===== src/rtl/wakeSeqPkg.sv =====
package wakeSeqPkg;

  typedef enum logic [2:0] {
    ST_SLEEP, ST_LOCK, ST_SETTLE, ST_LISTEN, ST_HOLD, ST_CAL
  } seqState_e;

  // control -> datapath strobes
  typedef struct packed {
    logic clrCnt;
    logic cntCycle;
    logic cntAdc;
    logic cntFilt;
    logic startSeq;
    logic setErr;
  } ctrlStrb_t;

  // datapath -> control status
  typedef struct packed {
    logic startEdge;
    logic pdRise;
    logic lockTimeout;
    logic settleDone;
    logic settleSkip;
    logic listenDone;
    logic calDue;
  } dpStat_t;

  // last tick index of the settle wait (tick count minus one)
  function automatic logic [7:0] settleLast(input logic [2:0] code);
    case (code)
      3'd0:    settleLast = 8'd31;
      3'd1:    settleLast = 8'd43;
      3'd2:    settleLast = 8'd63;
      3'd3:    settleLast = 8'd87;
      3'd4:    settleLast = 8'd127;
      3'd5:    settleLast = 8'd175;
      3'd6:    settleLast = 8'd255;
      default: settleLast = 8'd0;
    endcase
  endfunction

  // last tick index of the listen window: 2 steps to 32, then 4, then 8
  function automatic logic [7:0] listenLast(input logic [3:0] code);
    logic [7:0] len;
    if (code <= 4'd6)       len = 8'd20 + {3'd0, code, 1'b0};
    else if (code <= 4'd14) len = 8'd32 + {2'd0, code - 4'd6, 2'b00};
    else                    len = 8'd72;
    listenLast = len - 8'd1;
  endfunction

endpackage


===== src/rtl/wakeSeqData.sv =====
module wakeSeqData
  import wakeSeqPkg::*;
#(
  parameter int LOCK_TIMEOUT = 4096,
  parameter int SEQ_W        = 8
) (
  input  logic      clk,
  input  logic      rstN,
  input  logic      startFromSel,
  input  logic      sepDataIo,
  input  logic      selPin,
  input  logic      dataPin,
  input  logic      seqPdCtrl,
  input  logic [2:0] settleCode,
  input  logic [3:0] listenCode,
  input  logic [1:0] calPolicy,
  input  logic      adcTick,
  input  logic      filtTick,
  input  ctrlStrb_t strb,
  output dpStat_t   stat,
  output logic      lockErr
);
  localparam int TMR_W = $clog2((LOCK_TIMEOUT > 256) ? LOCK_TIMEOUT : 256);

  logic [TMR_W-1:0] timer;
  logic [SEQ_W-1:0] seqCnt;
  logic selPrev, dataPrev, pdPrev;
  logic timerInc;

  always_ff @(posedge clk or negedge rstN) begin
    if (!rstN) begin
      selPrev  <= 1'b1;
      dataPrev <= 1'b1;
      pdPrev   <= 1'b0;
    end else begin
      selPrev  <= selPin;
      dataPrev <= dataPin;
      pdPrev   <= seqPdCtrl;
    end
  end

  assign timerInc = strb.cntCycle | (strb.cntAdc & adcTick) | (strb.cntFilt & filtTick);

  always_ff @(posedge clk or negedge rstN) begin
    if (!rstN)            timer <= '0;
    else if (strb.clrCnt) timer <= '0;
    else if (timerInc)    timer <= timer + 1'b1;
  end

  always_ff @(posedge clk or negedge rstN) begin
    if (!rstN) begin
      seqCnt  <= '0;
      lockErr <= 1'b0;
    end else begin
      if (strb.startSeq) seqCnt <= seqCnt + 1'b1;
      if (strb.setErr)        lockErr <= 1'b1;
      else if (strb.startSeq) lockErr <= 1'b0;
    end
  end

  always_comb begin
    stat.startEdge   = startFromSel ? (selPrev & ~selPin)
                                    : (sepDataIo & dataPrev & ~dataPin);
    stat.pdRise      = ~pdPrev & seqPdCtrl;
    stat.lockTimeout = (timer == TMR_W'(LOCK_TIMEOUT - 1));
    stat.settleSkip  = (settleCode == 3'd7);
    stat.settleDone  = adcTick  & (timer == TMR_W'(settleLast(settleCode)));
    stat.listenDone  = filtTick & (timer == TMR_W'(listenLast(listenCode)));
    case (calPolicy)
      2'd0:    stat.calDue = 1'b0;
      2'd1:    stat.calDue = 1'b1;
      2'd2:    stat.calDue = (seqCnt[3:0] == 4'd0);
      default: stat.calDue = (seqCnt[7:0] == 8'd0);
    endcase
  end

endmodule


===== src/rtl/wakeSeqCtrl.sv =====
module wakeSeqCtrl
  import wakeSeqPkg::*;
(
  input  logic       clk,
  input  logic       rstN,
  input  logic [1:0] pdMode,
  input  logic       txMode,
  input  logic       pllLock,
  input  logic       carrierSense,
  input  logic       calDone,
  input  dpStat_t    stat,
  output ctrlStrb_t  strb,
  output logic       synthPwrEn,
  output logic       rxPwrEn,
  output logic       calStart
);
  seqState_e st, nxt;
  logic seqEn;

  assign seqEn = (pdMode == 2'b11) & ~txMode;

  always_ff @(posedge clk or negedge rstN) begin
    if (!rstN) st <= ST_SLEEP;
    else       st <= nxt;
  end

  always_comb begin
    nxt  = st;
    strb = '0;
    if (!seqEn || stat.pdRise) begin
      nxt = ST_SLEEP;
    end else begin
      case (st)
        ST_SLEEP: if (stat.startEdge) begin
          nxt = ST_LOCK;
          strb.startSeq = 1'b1;
        end
        ST_LOCK: begin
          strb.cntCycle = 1'b1;
          if (pllLock) nxt = stat.settleSkip ? ST_LISTEN : ST_SETTLE;
          else if (stat.lockTimeout) begin
            nxt = ST_SLEEP;
            strb.setErr = 1'b1;
          end
        end
        ST_SETTLE: begin
          strb.cntAdc = 1'b1;
          if (stat.settleDone) nxt = ST_LISTEN;
        end
        ST_LISTEN: begin
          strb.cntFilt = 1'b1;
          if (carrierSense)         nxt = ST_HOLD;
          else if (stat.listenDone) nxt = stat.calDue ? ST_CAL : ST_SLEEP;
        end
        ST_HOLD:  nxt = ST_HOLD;
        ST_CAL:   if (calDone) nxt = ST_SLEEP;
        default:  nxt = ST_SLEEP;
      endcase
    end
    strb.clrCnt = (nxt != st);
  end

  assign synthPwrEn = (st != ST_SLEEP);
  assign rxPwrEn    = (st == ST_LISTEN) | (st == ST_HOLD);
  assign calStart   = (st == ST_CAL);

endmodule


===== src/rtl/wakeSeqTop.sv =====
module wakeSeqTop
  import wakeSeqPkg::*;
#(
  parameter int LOCK_TIMEOUT = 4096,
  parameter int SEQ_W        = 8
) (
  input  logic       clk,
  input  logic       rstN,
  input  logic [1:0] pdMode,
  input  logic       txMode,
  input  logic       startFromSel,
  input  logic       sepDataIo,
  input  logic       selPin,
  input  logic       dataPin,
  input  logic       seqPdCtrl,
  input  logic [2:0] settleCode,
  input  logic [3:0] listenCode,
  input  logic [1:0] calPolicy,
  input  logic       pllLock,
  input  logic       carrierSense,
  input  logic       calDone,
  input  logic       adcTick,
  input  logic       filtTick,
  output logic       synthPwrEn,
  output logic       rxPwrEn,
  output logic       calStart,
  output logic       lockErr
);
  ctrlStrb_t strb;
  dpStat_t   stat;

  wakeSeqCtrl u_ctrl (
    .clk(clk), .rstN(rstN), .pdMode(pdMode), .txMode(txMode),
    .pllLock(pllLock), .carrierSense(carrierSense), .calDone(calDone),
    .stat(stat), .strb(strb),
    .synthPwrEn(synthPwrEn), .rxPwrEn(rxPwrEn), .calStart(calStart)
  );

  wakeSeqData #(.LOCK_TIMEOUT(LOCK_TIMEOUT), .SEQ_W(SEQ_W)) u_data (
    .clk(clk), .rstN(rstN), .startFromSel(startFromSel), .sepDataIo(sepDataIo),
    .selPin(selPin), .dataPin(dataPin), .seqPdCtrl(seqPdCtrl),
    .settleCode(settleCode), .listenCode(listenCode), .calPolicy(calPolicy),
    .adcTick(adcTick), .filtTick(filtTick), .strb(strb), .stat(stat),
    .lockErr(lockErr)
  );

endmodule


===== config.mk =====
export PLATFORM = sky130hd
export DESIGN_NAME = wakeSeqTop
export DESIGN_NICKNAME = d
export VERILOG_FILES = /design/src/rtl/wakeSeqPkg.sv /design/src/rtl/wakeSeqData.sv /design/src/rtl/wakeSeqCtrl.sv /design/src/rtl/wakeSeqTop.sv
export SDC_FILE = /design/constraint.sdc
export NUM_CORES = 1
export LEC_CHECK = 0
export ABC_AREA = 1
export CORE_ASPECT_RATIO = 0.9
export CORE_UTILIZATION = 35
export CTS_BUF_LIST = sky130_fd_sc_hd__clkbuf_2
export CTS_CLUSTER_SIZE = 40
export DETAILED_ROUTE_END_ITERATION = 6
export GPL_TIMING_DRIVEN = 0
export PLACE_DENSITY = 0.57
export SKIP_LAST_GASP = 1
export SLEW_MARGIN = 20
export SYNTH_ARGS = -nofsm -noshare
export SYNTH_HDL_FRONTEND = slang
export SYNTH_SLANG_ARGS = --single-unit

===== constraint.sdc =====
create_clock -name clk -period 2.2 [get_ports clk]
set_input_delay 0.55 -clock clk [delete_from_list [all_inputs] [get_ports clk]]
set_output_delay 0.55 -clock clk [all_outputs]
set_load 0.01 [all_outputs]

After elaboration in Yosys (flattened, before gate mapping)
Index checks and enable logic that the tools add are counted.
{"block": "op_classes", "eq_ne": 19, "addsub": 6, "bitwise_logic": 16, "order_cmp": 2, "muxes": 29, "n_reduce_logical": 10}
{"operator": "$pmux 8 s7", "n": 1}
{"operator": "$mux 3", "n": 9}
{"operator": "$eq 12x8->1", "n": 2}
{"operator": "$mux 12", "n": 2}
{"operator": "$eq 3x3->1 const B", "n": 6}
{"operator": "$pmux 3 s6", "n": 1}
{"operator": "$mux 8", "n": 2}
{"operator": "$add 12x1->12 const B", "n": 1}
{"operator": "$eq 12x12->1 const B", "n": 1}
{"operator": "$eq 3x2->1 const B", "n": 4}
{"operator": "$mux 1", "n": 12}
{"operator": "$and 1x1->1", "n": 9}
{"operator": "$add 8x1->8 const B", "n": 1}
{"operator": "$logic_not 8->1", "n": 1}
{"operator": "$sub 8x1->8 const B", "n": 1}
{"operator": "$add 6x6->7 const A", "n": 1}
{"operator": "$add 5x5->6 const A", "n": 1}
{"operator": "$eq 3x1->1 const B", "n": 2}
{"operator": "$logic_not 3->1", "n": 2}
{"operator": "$mux 5", "n": 1}
{"operator": "$eq 2x2->1 const B", "n": 2}
{"operator": "$le 4x3->1 const B", "n": 1}
{"operator": "$le 4x4->1 const B", "n": 1}
{"operator": "$logic_not 4->1", "n": 1}
{"operator": "11 further kinds", "n": 17}
{"block": "word_totals", "input_bits": 24, "out_inout_bits": 4, "elab_cells": 89, "ff_bits": 27}

Logic depth before layout (Yosys ltp)
Gate-level depths: netlist of run 1.
{"block": "logic_depth", "word_depth": 13, "mapped_depth": 27}

Modules after synthesis
Synthesis of run 1 repeated with hierarchy kept, for this count alone.
{"block": "hier_totals", "hier_cells": 314, "hier_area_um2": 2155.8}
{"mod": "wakeSeqData", "area_each_um2": 1773.0, "cells_each": 237, "instances": 1, "seq_area_each_um2": 603.1}
{"mod": "wakeSeqCtrl", "area_each_um2": 382.9, "cells_each": 77, "instances": 1, "seq_area_each_um2": 75.1}

Worst setup path after synthesis of run 1
Ideal clock, no wire load.
{"block": "synth_timing", "path_kind": "input to register", "start": "input port listenCode[1]", "end": "register u_data.timer[7]", "arrival_time_ns": 2.783, "slack_ns": -0.652, "path_buffers": 1, "cell_stages": 25, "setup_time_ns": 0.069, "required_time_ns": 2.131, "path_cell_list": "ha_1 -> nand2_2 -> nand2_4 -> clkinv_4 -> o21ai_0 -> o21ai_0 -> ha_1 -> nand2_1 -> nand2_1 -> nor2_1 -> nand3_1 -> nor2_1 -> nand2_1 -> nor2_1 -> nand2_1 -> nor2_2 -> nand3_1 -> nand2_1 -> nand2_1 -> nand2_1 -> nand2_1 -> a21oi_2 -> nand2_2 -> buf_6 -> nor2_2"}
{"block": "synth_via", "elab_chain_cells": 13}
{"item": "start: declaration", "line_no": "wakeSeqTop.sv:17", "text": "input logic [3:0] listenCode,"}
{"item": "$sub 4x3->4", "line_no": "wakeSeqPkg.sv:46", "text": "else if (code <= 4'd14) len = 8'd32 + {2'd0, code - 4'd6, 2'b00};"}
{"item": "$add 6x6->7", "line_no": "wakeSeqPkg.sv:46"}
{"item": "$mux 8", "line_no": "wakeSeqPkg.sv:46"}
{"item": "$mux 8 (*)", "line_no": "wakeSeqPkg.sv:45", "text": "if (code <= 4'd6) len = 8'd20 + {3'd0, code, 1'b0};"}
{"item": "$sub 8x1->8 (*)", "line_no": "wakeSeqPkg.sv:48", "text": "listenLast = len - 8'd1;"}
{"item": "$eq 12x8->1 (*)", "line_no": "wakeSeqData.sv:68", "text": "stat.listenDone = filtTick & (timer == TMR_W'(listenLast(listenCode)));"}
{"item": "$and 1x1->1 (*)", "line_no": "wakeSeqData.sv:68"}
{"item": "$mux 3 (*)", "line_no": "wakeSeqCtrl.sv:53", "text": "else if (stat.listenDone) nxt = stat.calDue ? ST_CAL : ST_SLEEP;"}
{"item": "$mux 3 (*)", "line_no": "wakeSeqCtrl.sv:52", "text": "if (carrierSense) nxt = ST_HOLD;"}
{"item": "$pmux 3 s6 (*)", "line_no": "wakeSeqCtrl.sv:33", "text": "case (st)"}
{"item": "$mux 3 (*)", "line_no": "wakeSeqCtrl.sv:30", "text": "if (!seqEn || stat.pdRise) begin"}
{"item": "$ne 3x3->1 (*)", "line_no": "wakeSeqCtrl.sv:60", "text": "strb.clrCnt = (nxt != st);"}
{"item": "$mux 12 / $reduce_bool 2->1 (equally long branches)"}
{"item": "end signal: assignment", "line_no": "wakeSeqData.sv:47", "text": "else if (timerInc) timer <= timer + 1'b1;"}
{"item": "end: declaration", "line_no": "wakeSeqData.sv:25", "text": "logic [TMR_W-1:0] timer;"}
Mark *: on every way between the ends. The rest lies on a longest branch, timed or not.
A chain may end at the register's enable or synchronous reset.

Worst setup path in the final report of run 1
{"block": "layout_timing", "start": "input port listenCode[1]", "end": "register u_ctrl.st[0]"}
{"block": "layout_via", "elab_chain_cells": 11}
{"item": "$sub 4x3->4", "line_no": "wakeSeqPkg.sv:46"}
{"item": "$add 6x6->7", "line_no": "wakeSeqPkg.sv:46"}
{"item": "$mux 8", "line_no": "wakeSeqPkg.sv:46"}
{"item": "$mux 8 (*)", "line_no": "wakeSeqPkg.sv:45"}
{"item": "$sub 8x1->8 (*)", "line_no": "wakeSeqPkg.sv:48"}
{"item": "$eq 12x8->1 (*)", "line_no": "wakeSeqData.sv:68"}
{"item": "$and 1x1->1 (*)", "line_no": "wakeSeqData.sv:68"}
{"item": "$mux 3 (*)", "line_no": "wakeSeqCtrl.sv:53"}
{"item": "$mux 3 (*)", "line_no": "wakeSeqCtrl.sv:52"}
{"item": "$pmux 3 s6 (*)", "line_no": "wakeSeqCtrl.sv:33"}
{"item": "$mux 3 (*)", "line_no": "wakeSeqCtrl.sv:30"}
{"item": "via u_ctrl.nxt[0]", "line_no": "wakeSeqCtrl.sv:17", "text": "seqState_e st, nxt;"}
{"item": "end signal: assignment", "line_no": "wakeSeqCtrl.sv:24", "text": "else st <= nxt;"}
{"item": "end: declaration", "line_no": "wakeSeqCtrl.sv:17"}
The timed path passes the listed nets; every way through them passes the cells marked *.

==> results of run 1 <==
stage by stage:
stage	power (mW)	cells	utilization, %	setup slack [ns]	TNS, ns
final	1.090	421	49.48	-0.4458	-5.504
after global routing	1.167	421	49.48	-0.6473	-8.486
after CTS	1.087	418	47.79	-0.5552	-7.331
after detailed placement	0.8476	398	42.94	-1.540	-23.10
after global placement	0.8451	398	43.03	-1.519	-22.71
after floorplan	0.7485	301	-	-0.5314	-6.549
worst register-to-register path, stage by stage (launching register included):
cell and delay [ns]:
dfrtp_1 0.43, inv_1 0.11, nand2_1 0.06, nor3_1 0.26, nand3_1 0.13, nor3_1 0.18, nand3_1 0.09, nor3_1 0.20
nor2_1 0.08, nand2_2 0.07, nand2_2 0.06, buf_4 0.14, buf_6 0.10, buf_6 0.10, buf_6 0.10, buf_6 0.10
buf_6 0.10, inv_2 0.03
worst max-delay path by stage:
stage,from,depth (start not counted),endpoint
after floorplan,listenCode[1],25,u_data.timer[7]
after global placement,listenCode[1],26,u_data.timer[5]
after detailed placement,listenCode[1],26,u_data.timer[7]
after CTS,listenCode[3],26,u_data.timer[11]
after global routing,listenCode[3],26,u_data.timer[2]
final,listenCode[1],28,u_ctrl.st[0]
metal layers:
metal	up-vias	routed length, um	track usage [%]
met5	-	0	0
met4	0	12	1.130
met3	2	145	2.600
met2	33	2400	28.69
met1	928	2641	25.00
li1	1052	-	-
cells in the final DEF (no fill, tap or decap), types with 5 or more instances in the layout:
cell and n:
nand2_4 7, buf_6 8, clkdlybuf4s50_1 19, nand2_1 67, nor3_1 10, clkbuf_2 5
buf_4 13, dfrtp_1 25, inv_1 37, nand2_2 11, xor2_1 20, inv_2 6
nor2_4 12, nand3_1 19, nor2_2 7, nor2_1 26, o21ai_0 11, nand4_1 8
registers in the layout (all words and copies together) (netlist names):
signal,count
u_ctrl.st,3
u_data.dataPrev,1
u_data.pdPrev,1
u_data.seqCnt,8
u_data.selPrev,1
u_data.timer,12
u_data.lockErr,1
kinds of logic (layout without fill, tap and decap cells):
family	Yosys count	count (layout)	synth area share [%]
AND/OR/NAND/NOR	172	172	37.96
buffers and inverters	49	99	9.581
flip-flops	27	27	32.46
AO/OA/AOI/OAI	25	25	7.366
XOR/XNOR	23	23	9.641
adder cells (fa/ha/maj)	5	5	2.994
what timing repair did:
item                                   CTS  global route
resized for setup                       59            27
gates cloned                             1             0
endpoints found under the hold margin    0             0
setup endpoints to repair               19            18
pin swaps                               20             9
buffers inserted                        20             4
power by group:
part           switching, mW  internal (mW)
Clock                  0.163         0.0421
Sequential            0.0343          0.535
Combinational          0.169          0.146
final cells by class:
type	instances	area (um^2)
buffer	4	43.79
clock buffer	3	15.01
clock inverter	1	7.507
fill	589	2893
inverter	45	178.9
multi-input combinational	225	1359
sequential	27	678.2
tap	70	87.58
timing repair buffer	46	462.9
==> impl_metrics.csv, run 1 <==
group,metric,value,unit
run_status,status,"finished with violations",
run_status,violations,"negative setup slack",
die,start_util,36.49,%
cells_and_area,stdcell_area,2833,um^2
cts,cts_sinks,27,
power,cellPowerDensity,384.8,nW/um^2
routing,vias,2015,
routing,drt-total-wl,5199,um
setup_path,worst_path_largest_cell_delay,0.31,ns
synthesis,syn_area_per_cell,6.942,um^2
cells_and_area,drive_gt1_share,25.07,%
setup_path,rr_startpoint,"u_data.timer[10]",
routing,wire_per_inst,12.35,um
synthesis,ys_ff_latch,27,
cts,root_buffer,"clkbuf_2",
synthesis,netlist_area,2090,um^2
routing,drcViolationCount,0,
synthesis,yosysMostFrequentCell,"nand2_1",
run,drv_cap,0,
global_route,grt_pass1_wl,8597,um
placed_design,io_buffers,27,
cts,cts_buffers,3,
synthesis,ys_warn_count,0,
die,row_count,26,
cells_and_area,syn_to_final_growth,35.57,%
cts,worstSkewPairLatency,0.39,ns
die,die_h,75.30,um
timing,rsz0062_at_grt,"yes",
placed_design,placed_cell_area,2459,um^2
die,core_area,5725,um^2
setup_path,path_class,"primary input to register",
routing,first_pass_iters,4,
synthesis,seq_area_frac_synth,32.46,%
synthesis,synthArstFlopShare,100.0,%
synthesis,synth_area_leaders,"dfrtp_1 30%, nand2_1 13%, xor2_1 8.4%, inv_1 7.4%, nor2_1 5.6%",
timing,finalHoldViolations,0,
cells_and_area,nNetsFinal,381,
setup_path,critPathCaptureType,"register",
routing,antenna_left,0,
global_route,overflow,0,
timing,finalCriticalPeriod,2.646,ns
timing,max_freq,0.3780,GHz
global_route,grt_max_degree,28,
timing,slew_viol_final,0,
worst_hold_path,worstHoldPathType,"primary input to async pin",
timing,fin_hold_ws,0.1107,ns
synthesis,synth_flop_cell,"dfrtp_1",
timing,setup_slack,-0.4458,ns
timing,clock_skew,0.02814,ns
routing,initialDrtViolationCount,68,
cts,clkTransAtPathRegs,0.30,ns
cells_and_area,antennaDiodeCount,0,
setup_path,cp_max_fo,4,
synthesis,syn-num-nets,330,
timing,setup_viol,14,
cts,tritoncts,"built",
setup_path,cp.required,2.51,ns
cts,hold_buffers,0,
synthesis,synth_top_area_share,29.94,%
timing,period_share,120.3,%
routing,via_per_inst,4.786,
cts,htree_levels,1,
synthesis,synth_cells,301,
setup_path,r2r_slack,-0.22,ns
placed_design,gp_congestion,0.7966,
die,ios,28,
timing,tightestPinTransition,0.6136,ns
synthesis,ys_top_cells_by_count,"75 x nand2_1, 41 x inv_1, 31 x nor2_1",
global_route,grt_pass1_vias,1828,
global_route,antenna_found_initial,0,
die,die_area,6283,um^2
global_route,grtUsageTotal,17.17,%
setup_path,cp_common_cell,"buf_6",
synthesis,netlist.top_cell.by_area,"dfrtp_1",
setup_path,cp_top_family,"simple AND/OR/NAND/NOR gates",
setup_path,cp_slowest_cell,"ha_1",
setup_path,start_kind,"primary input",
setup_path,r2r-end,"u_ctrl.st[0]",
power,ir_drop,0.2557,mV
power,p_leak,1.362,nW
setup_path,arrival,2.95,ns
cts,clk_path_buf_depth,2,
synthesis,synth_edf_count,0,
synthesis,synth_cell_type_count,34,
placed_design,dpl.hpwl,3735,um
timing,relSlewSlack,59.09,%
setup_path,rr_worst_depth,17,
die,fp.dieW,83.45,um
setup_path,critical_path_buf_inv_count,9,
(Power assumes the default switching activity.)
==> inputs of run 2 (changes only) <==
--- a/config.mk
+++ b/config.mk
@@ -7,12 +7,12 @@
 export LEC_CHECK = 0
 export ABC_AREA = 1
 export CORE_ASPECT_RATIO = 0.9
-export CORE_UTILIZATION = 35
+export CORE_UTILIZATION = 57
 export CTS_BUF_LIST = sky130_fd_sc_hd__clkbuf_2
 export CTS_CLUSTER_SIZE = 40
 export DETAILED_ROUTE_END_ITERATION = 6
 export GPL_TIMING_DRIVEN = 0
-export PLACE_DENSITY = 0.57
+export PLACE_DENSITY = 0.84
 export SKIP_LAST_GASP = 1
 export SLEW_MARGIN = 20
 export SYNTH_ARGS = -nofsm -noshare
==> impl_metrics.csv, run 2 (synthesis gave the netlist of run 1 again) <==
group,metric,value,unit
run_status,status,"finished with violations",
run_status,violations,"negative setup slack",
setup_path,cp.required,2.51,ns
cells_and_area,stdcell_area,2764,um^2
die,core_area,3428,um^2
timing,fin_hold_ws,0.1277,ns
setup_path,start_kind,"primary input",
timing,tightestPinTransition,0.5911,ns
cts,clkTransAtPathRegs,0.25,ns
setup_path,worst_path_largest_cell_delay,0.29,ns
timing,rsz0062_at_grt,"yes",
cells_and_area,drive_gt1_share,23.50,%
timing,finalHoldViolations,0,
cells_and_area,largest_reg_flops,12,
cts,root_buffer,"clkbuf_2",
cells_and_area,mostFrequentLayoutCells,"71 x nand2_1, 37 x inv_1, 27 x nor2_1",
routing,first_pass_iters,5,
timing,setup_slack,-0.7102,ns
setup_path,arrival,3.22,ns
timing,period_share,132.3,%
setup_path,cp_max_fo,4,
routing,antenna_left,0,
placed_design,place_inst,372,
cts,tritoncts,"built",
timing,max_freq,0.3436,GHz
die,ios,28,
routing,vias,2165,
global_route,antenna_found_initial,0,
global_route,overflow,0,
power,p_leak,1.343,nW
cells_and_area,top_regs,"u_data.timer (12), u_data.seqCnt (8), u_ctrl.st (3)",
power,ir_drop,0.4943,mV
timing,relSlewSlack,60.59,%
routing,via_per_inst,5.509,
cts,cts_buffers,3,
global_route,grt_max_degree,28,
placed_design,gp_congestion,0.8954,
global_route,grtUsageTotal,28.14,%
timing,tns,-8.252,ns
setup_path,rr_worst_depth,18,
die,fp.dieW,65.82,um
placed_design,io_buffers,27,
placed_design,placed_cell_area,2426,um^2
cells_and_area,nNetsFinal,379,
die,row_count,20,
cts,clk_path_buf_depth,2,
run,drv_cap,0,
cells_and_area,largest_register,"u_data.timer",
cts,cts_sinks,27,
placed_design,dpl.hpwl,3478,um
setup_path,cp_slowest_cell,"ha_1",
power,cellPowerDensity,393.2,nW/um^2
global_route,grt_pass1_wl,8438,um
setup_path,cp_common_cell,"nand2_1",
cells_and_area,mostFrequentLayoutCell,"nand2_1",
die,start_util,60.95,%
die,die_area,3912,um^2
worst_hold_path,worstHoldPathType,"primary input to async pin",
setup_path,path_class,"primary input to register",
cells_and_area,antennaDiodeCount,0,
routing,wire_per_inst,13.68,um
routing,initialDrtViolationCount,184,
global_route,grt_pass1_vias,1929,
timing,finalCriticalPeriod,2.910,ns
cts,htree_levels,1,
setup_path,critPathCaptureType,"register",
timing,setup_viol,16,
timing,clock_skew,0.006948,ns
die,die_h,59.44,um
power,power,1.087,mW
cells_and_area,syn_to_final_growth,32.28,%
routing,drcViolationCount,0,
cts,worstSkewPairLatency,0.37,ns
cells_and_area,final_cell_count_no_fill,393,
routing,drt-total-wl,5376,um
timing,slew_viol_final,0,
==> run 2: cell count changes in the layout (fill, tap and decap cells not counted), moves of 2 or more <==
| cell | before | now |
|---|---|---|
| buf_6 | 8 | 1 |
| buf_4 | 13 | 17 |
| nand2_1 | 67 | 71 |
| dfrtp_1 | 25 | 23 |
| nand2_2 | 11 | 6 |
| dfrtp_2 | 0 | 2 |
| dlygate4sd2_1 | 1 | 3 |
==> run 2: critical path: cells and delay by family <==
| family | cells | cell delay (ns) |
|---|---|---|
| buffers and inverters | 3 | 0.31 |
| AND/OR/NAND/NOR | 18 | 1.56 |
| AO/OA/AOI/OAI | 3 | 0.35 |
| adder cells (fa/ha/maj) | 2 | 0.44 |
==> run 2: timing repair <==
action                                 4_1_cts  5_1_grt
setup endpoints to repair                   20       18
gates cloned                                 1        0
endpoints found under the hold margin        0        0
gates resized for setup                     53       18
pin swaps                                   19       20
hold buffers                                 0        0
buffers inserted                            16        8
==> run 2: path summary, 6_finish.rpt <==
kind	to	startpoint	slack (ns)
setup / recovery	u_data.timer[1]	listenCode[2]	-0.71
hold / removal	u_data.seqCnt[7]	rstN	0.13
setup reg to reg	u_data.timer[1]	u_data.timer[8]	-0.41
hold reg to reg	u_data.seqCnt[7]	u_data.seqCnt[7]	0.51
max in group asynchronous	u_ctrl.st[1]	rstN	1.65
min in group clk	u_data.seqCnt[7]	u_data.seqCnt[7]	0.51
==> run 2: per-layer routing <==
| layer | track usage (%) | wire [um] |
|---|---|---|
| met2 | 46.36 | 2515 |
| met4 | 7.143 | 184 |
| met1 | 39.18 | 2344 |
| met3 | 3.462 | 332 |
| met5 | 0 | 0 |
==> run 2: power breakdown <==
part           leakage, nW  switching (mW)  internal, mW  total (mW)
Combinational        0.975           0.179         0.148       0.327
Sequential           0.352          0.0334         0.534       0.568
Clock               0.0164           0.151        0.0412       0.192
==> run 2: area by class of cell <==
cell class / count / area (um^2)
fillers: 228 / 664.4
clock inverters: 1 / 5.005
flip-flops and latches: 27 / 680.7
inverters: 45 / 176.4
multi-input cells: 225 / 1354
plain buffers: 2 / 20.02
clock buffers: 3 / 15.01
well taps: 44 / 55.05
repair buffers: 46 / 457.9
==> run 2: stage by stage <==
stage                     worst slack [ns]  util (%)
final                              -0.7102     80.62
after detailed placement            -1.512     70.77
after global routing               -0.9438     80.62
after floorplan                    -0.5314         -
after global placement              -1.441     70.91
after CTS                          -0.5274     77.70
==> inputs of run 3 (changes only) <==
--- a/config.mk
+++ b/config.mk
@@ -6,13 +6,15 @@
 export NUM_CORES = 1
 export LEC_CHECK = 0
 export ABC_AREA = 1
+export CELL_PAD_IN_SITES_DETAIL_PLACEMENT = 1
+export CELL_PAD_IN_SITES_GLOBAL_PLACEMENT = 2
 export CORE_ASPECT_RATIO = 0.9
-export CORE_UTILIZATION = 57
+export CORE_UTILIZATION = 32
 export CTS_BUF_LIST = sky130_fd_sc_hd__clkbuf_2
 export CTS_CLUSTER_SIZE = 40
 export DETAILED_ROUTE_END_ITERATION = 6
 export GPL_TIMING_DRIVEN = 0
-export PLACE_DENSITY = 0.84
+export PLACE_DENSITY = 0.85
 export SKIP_LAST_GASP = 1
 export SLEW_MARGIN = 20
 export SYNTH_ARGS = -nofsm -noshare
==> impl_metrics.csv, run 3 (synthesis gave the netlist of run 1 again) <==
group,metric,value,unit
run_status,status,"finished with violations",
run_status,violations,"negative setup slack",
cells_and_area,syn_to_final_growth,42.63,%
routing,antenna_left,0,
global_route,grt_max_degree,28,
cts,hold_buffers,0,
timing,relSlewSlack,57.59,%
cells_and_area,drive_gt1_share,29.59,%
placed_design,place_inst,415,
setup_path,path_class,"primary input to register",
timing,clock_skew,0.006176,ns
cts,cts_sinks,27,
cells_and_area,seqCellArea,680.7,um^2
timing,setup_slack,-0.5426,ns
die,core_area,6216,um^2
cells_and_area,largest_register,"u_data.timer",
die,die_h,78.66,um
placed_design,dpl.hpwl,4528,um
cts,clk_path_buf_depth,2,
global_route,grt_pass1_vias,2194,
power,power,1.131,mW
timing,max_freq,0.3646,GHz
global_route,grtUsageTotal,19.65,%
power,cellPowerDensity,379.4,nW/um^2
setup_path,cp.required,2.58,ns
die,row_count,27,
placed_design,placed_cell_area,2480,um^2
die,die_area,6857,um^2
power,ir_drop,0.3206,mV
cts,tritoncts,"built",
setup_path,arrival,3.12,ns
global_route,antenna_found_initial,0,
cts,root_buffer,"clkbuf_2",
global_route,overflow,0,
die,ios,28,
cts,clkTransAtPathRegs,0.30,ns
placed_design,io_buffers,27,
cts,htree_levels,1,
timing,period_share,124.7,%
routing,initialDrtViolationCount,63,
power,p_leak,1.407,nW
timing,tns,-6.967,ns
setup_path,crit_start,"listenCode[1]",
setup_path,start_kind,"primary input",
cells_and_area,multi_input_comb_area,1381,um^2
timing,finalHoldViolations,0,
cells_and_area,top_regs,"u_data.timer (12), u_data.seqCnt (8), u_ctrl.st (3)",
cts,cts_buffers,3,
timing,slew_viol_final,0,
timing,rsz0062_at_grt,"yes",
routing,drcViolationCount,0,
die,fp.dieW,87.18,um
routing,wire_per_inst,14.62,um
cts,worstSkewPairLatency,0.41,ns
die,start_util,33.62,%
cells_and_area,antennaDiodeCount,0,
placed_design,gp_congestion,0.7636,
setup_path,rr_startpoint,"u_data.timer[8]",
timing,finalCriticalPeriod,2.743,ns
cells_and_area,stdcell_area,2980,um^2
worst_hold_path,worstHoldPathType,"primary input to async pin",
placed_design,pre_cts_slack,-1.731,ns
timing,setup_viol,15,
timing,tightestPinTransition,0.6361,ns
cells_and_area,nFillCells,804,
global_route,grt_pass1_wl,10540,um
setup_path,cp_max_fo,5,
cells_and_area,mostFrequentLayoutCells,"65 x nand2_1, 37 x inv_1, 30 x buf_4",
routing,first_pass_iters,4,
cells_and_area,largest_reg_flops,12,
setup_path,critPathCaptureType,"register",
cells_and_area,final_cell_count_no_fill,452,
cells_and_area,nNetsFinal,395,
routing,drt-total-wl,6607,um
routing,via_per_inst,4.750,
cells_and_area,mostFrequentLayoutCell,"nand2_1",
routing,vias,2147,
run,drv_cap,0,
## run 3: layout make-up
cell class	count	share of cell area, %
clock buffer	3	0.5038
sequential	27	22.84
buffer	2	0.8396
multi-input combinational	225	46.35
timing repair buffer	62	19.56
tap	87	3.652
inverter	45	6.003
clock inverter	1	0.2519
## run 3: metrics by stage
step                hold WS, ns  utilization, %
detailed placement       0.4671           39.90
global route            0.08042           47.95
CTS                      0.1023           45.37
floorplan                0.2544               -
finish                  0.09034           47.95
global placement         0.4635           39.98
## run 3: critical path, stage by stage
cell	delay (ns)
buf_12	0.09
ha_4	0.14
nand2_4	0.05
nand2_4	0.07
clkinv_4	0.06
o21ai_4	0.05
o21ai_2	0.09
ha_1	0.29
nand2_1	0.06
nand2_1	0.05
nor2_1	0.11
nand3_1	0.09
nor2_2	0.11
nand2_1	0.06
nor2_1	0.09
nand2_1	0.10
nor2_4	0.13
nand3_2	0.10
nand2_2	0.07
nand2_2	0.06
nand2_2	0.09
nand2_2	0.06
a21oi_2	0.16
nand2_4	0.12
buf_12	0.17
nor2_2	0.08
## run 3: timing repair
item	CTS	global route
buffers inserted	22	14
cloned	1	0
endpoints found under the setup margin	19	19
pin swaps	17	20
resized for setup	66	21
## run 3: power breakdown
part | switching (mW) | internal [mW]
Sequential | 0.0364 | 0.535
Combinational | 0.182 | 0.155
Clock | 0.181 | 0.0420
Total | 0.399 | 0.731
## run 3: worst paths after layout
check	end	slack, ns	cells after the start
worst max register to register	u_data.timer[6]	-0.37	15
worst min-delay path	u_data.seqCnt[3]	0.09	1
min in group clk	u_data.seqCnt[7]	0.50	1
worst max-delay path	u_data.timer[6]	-0.54	26
max in group asynchronous	u_ctrl.st[1]	1.67	1
worst min register to register	u_data.seqCnt[7]	0.50	1
## run 3: metal layers
metal	track usage [%]	vias up	share of wire, %
met5	0	-	0
li1	-	1082	-
met3	2.839	2	1.8
met1	26.35	1035	47
met2	34.33	28	51
met4	2.295	0	0.21
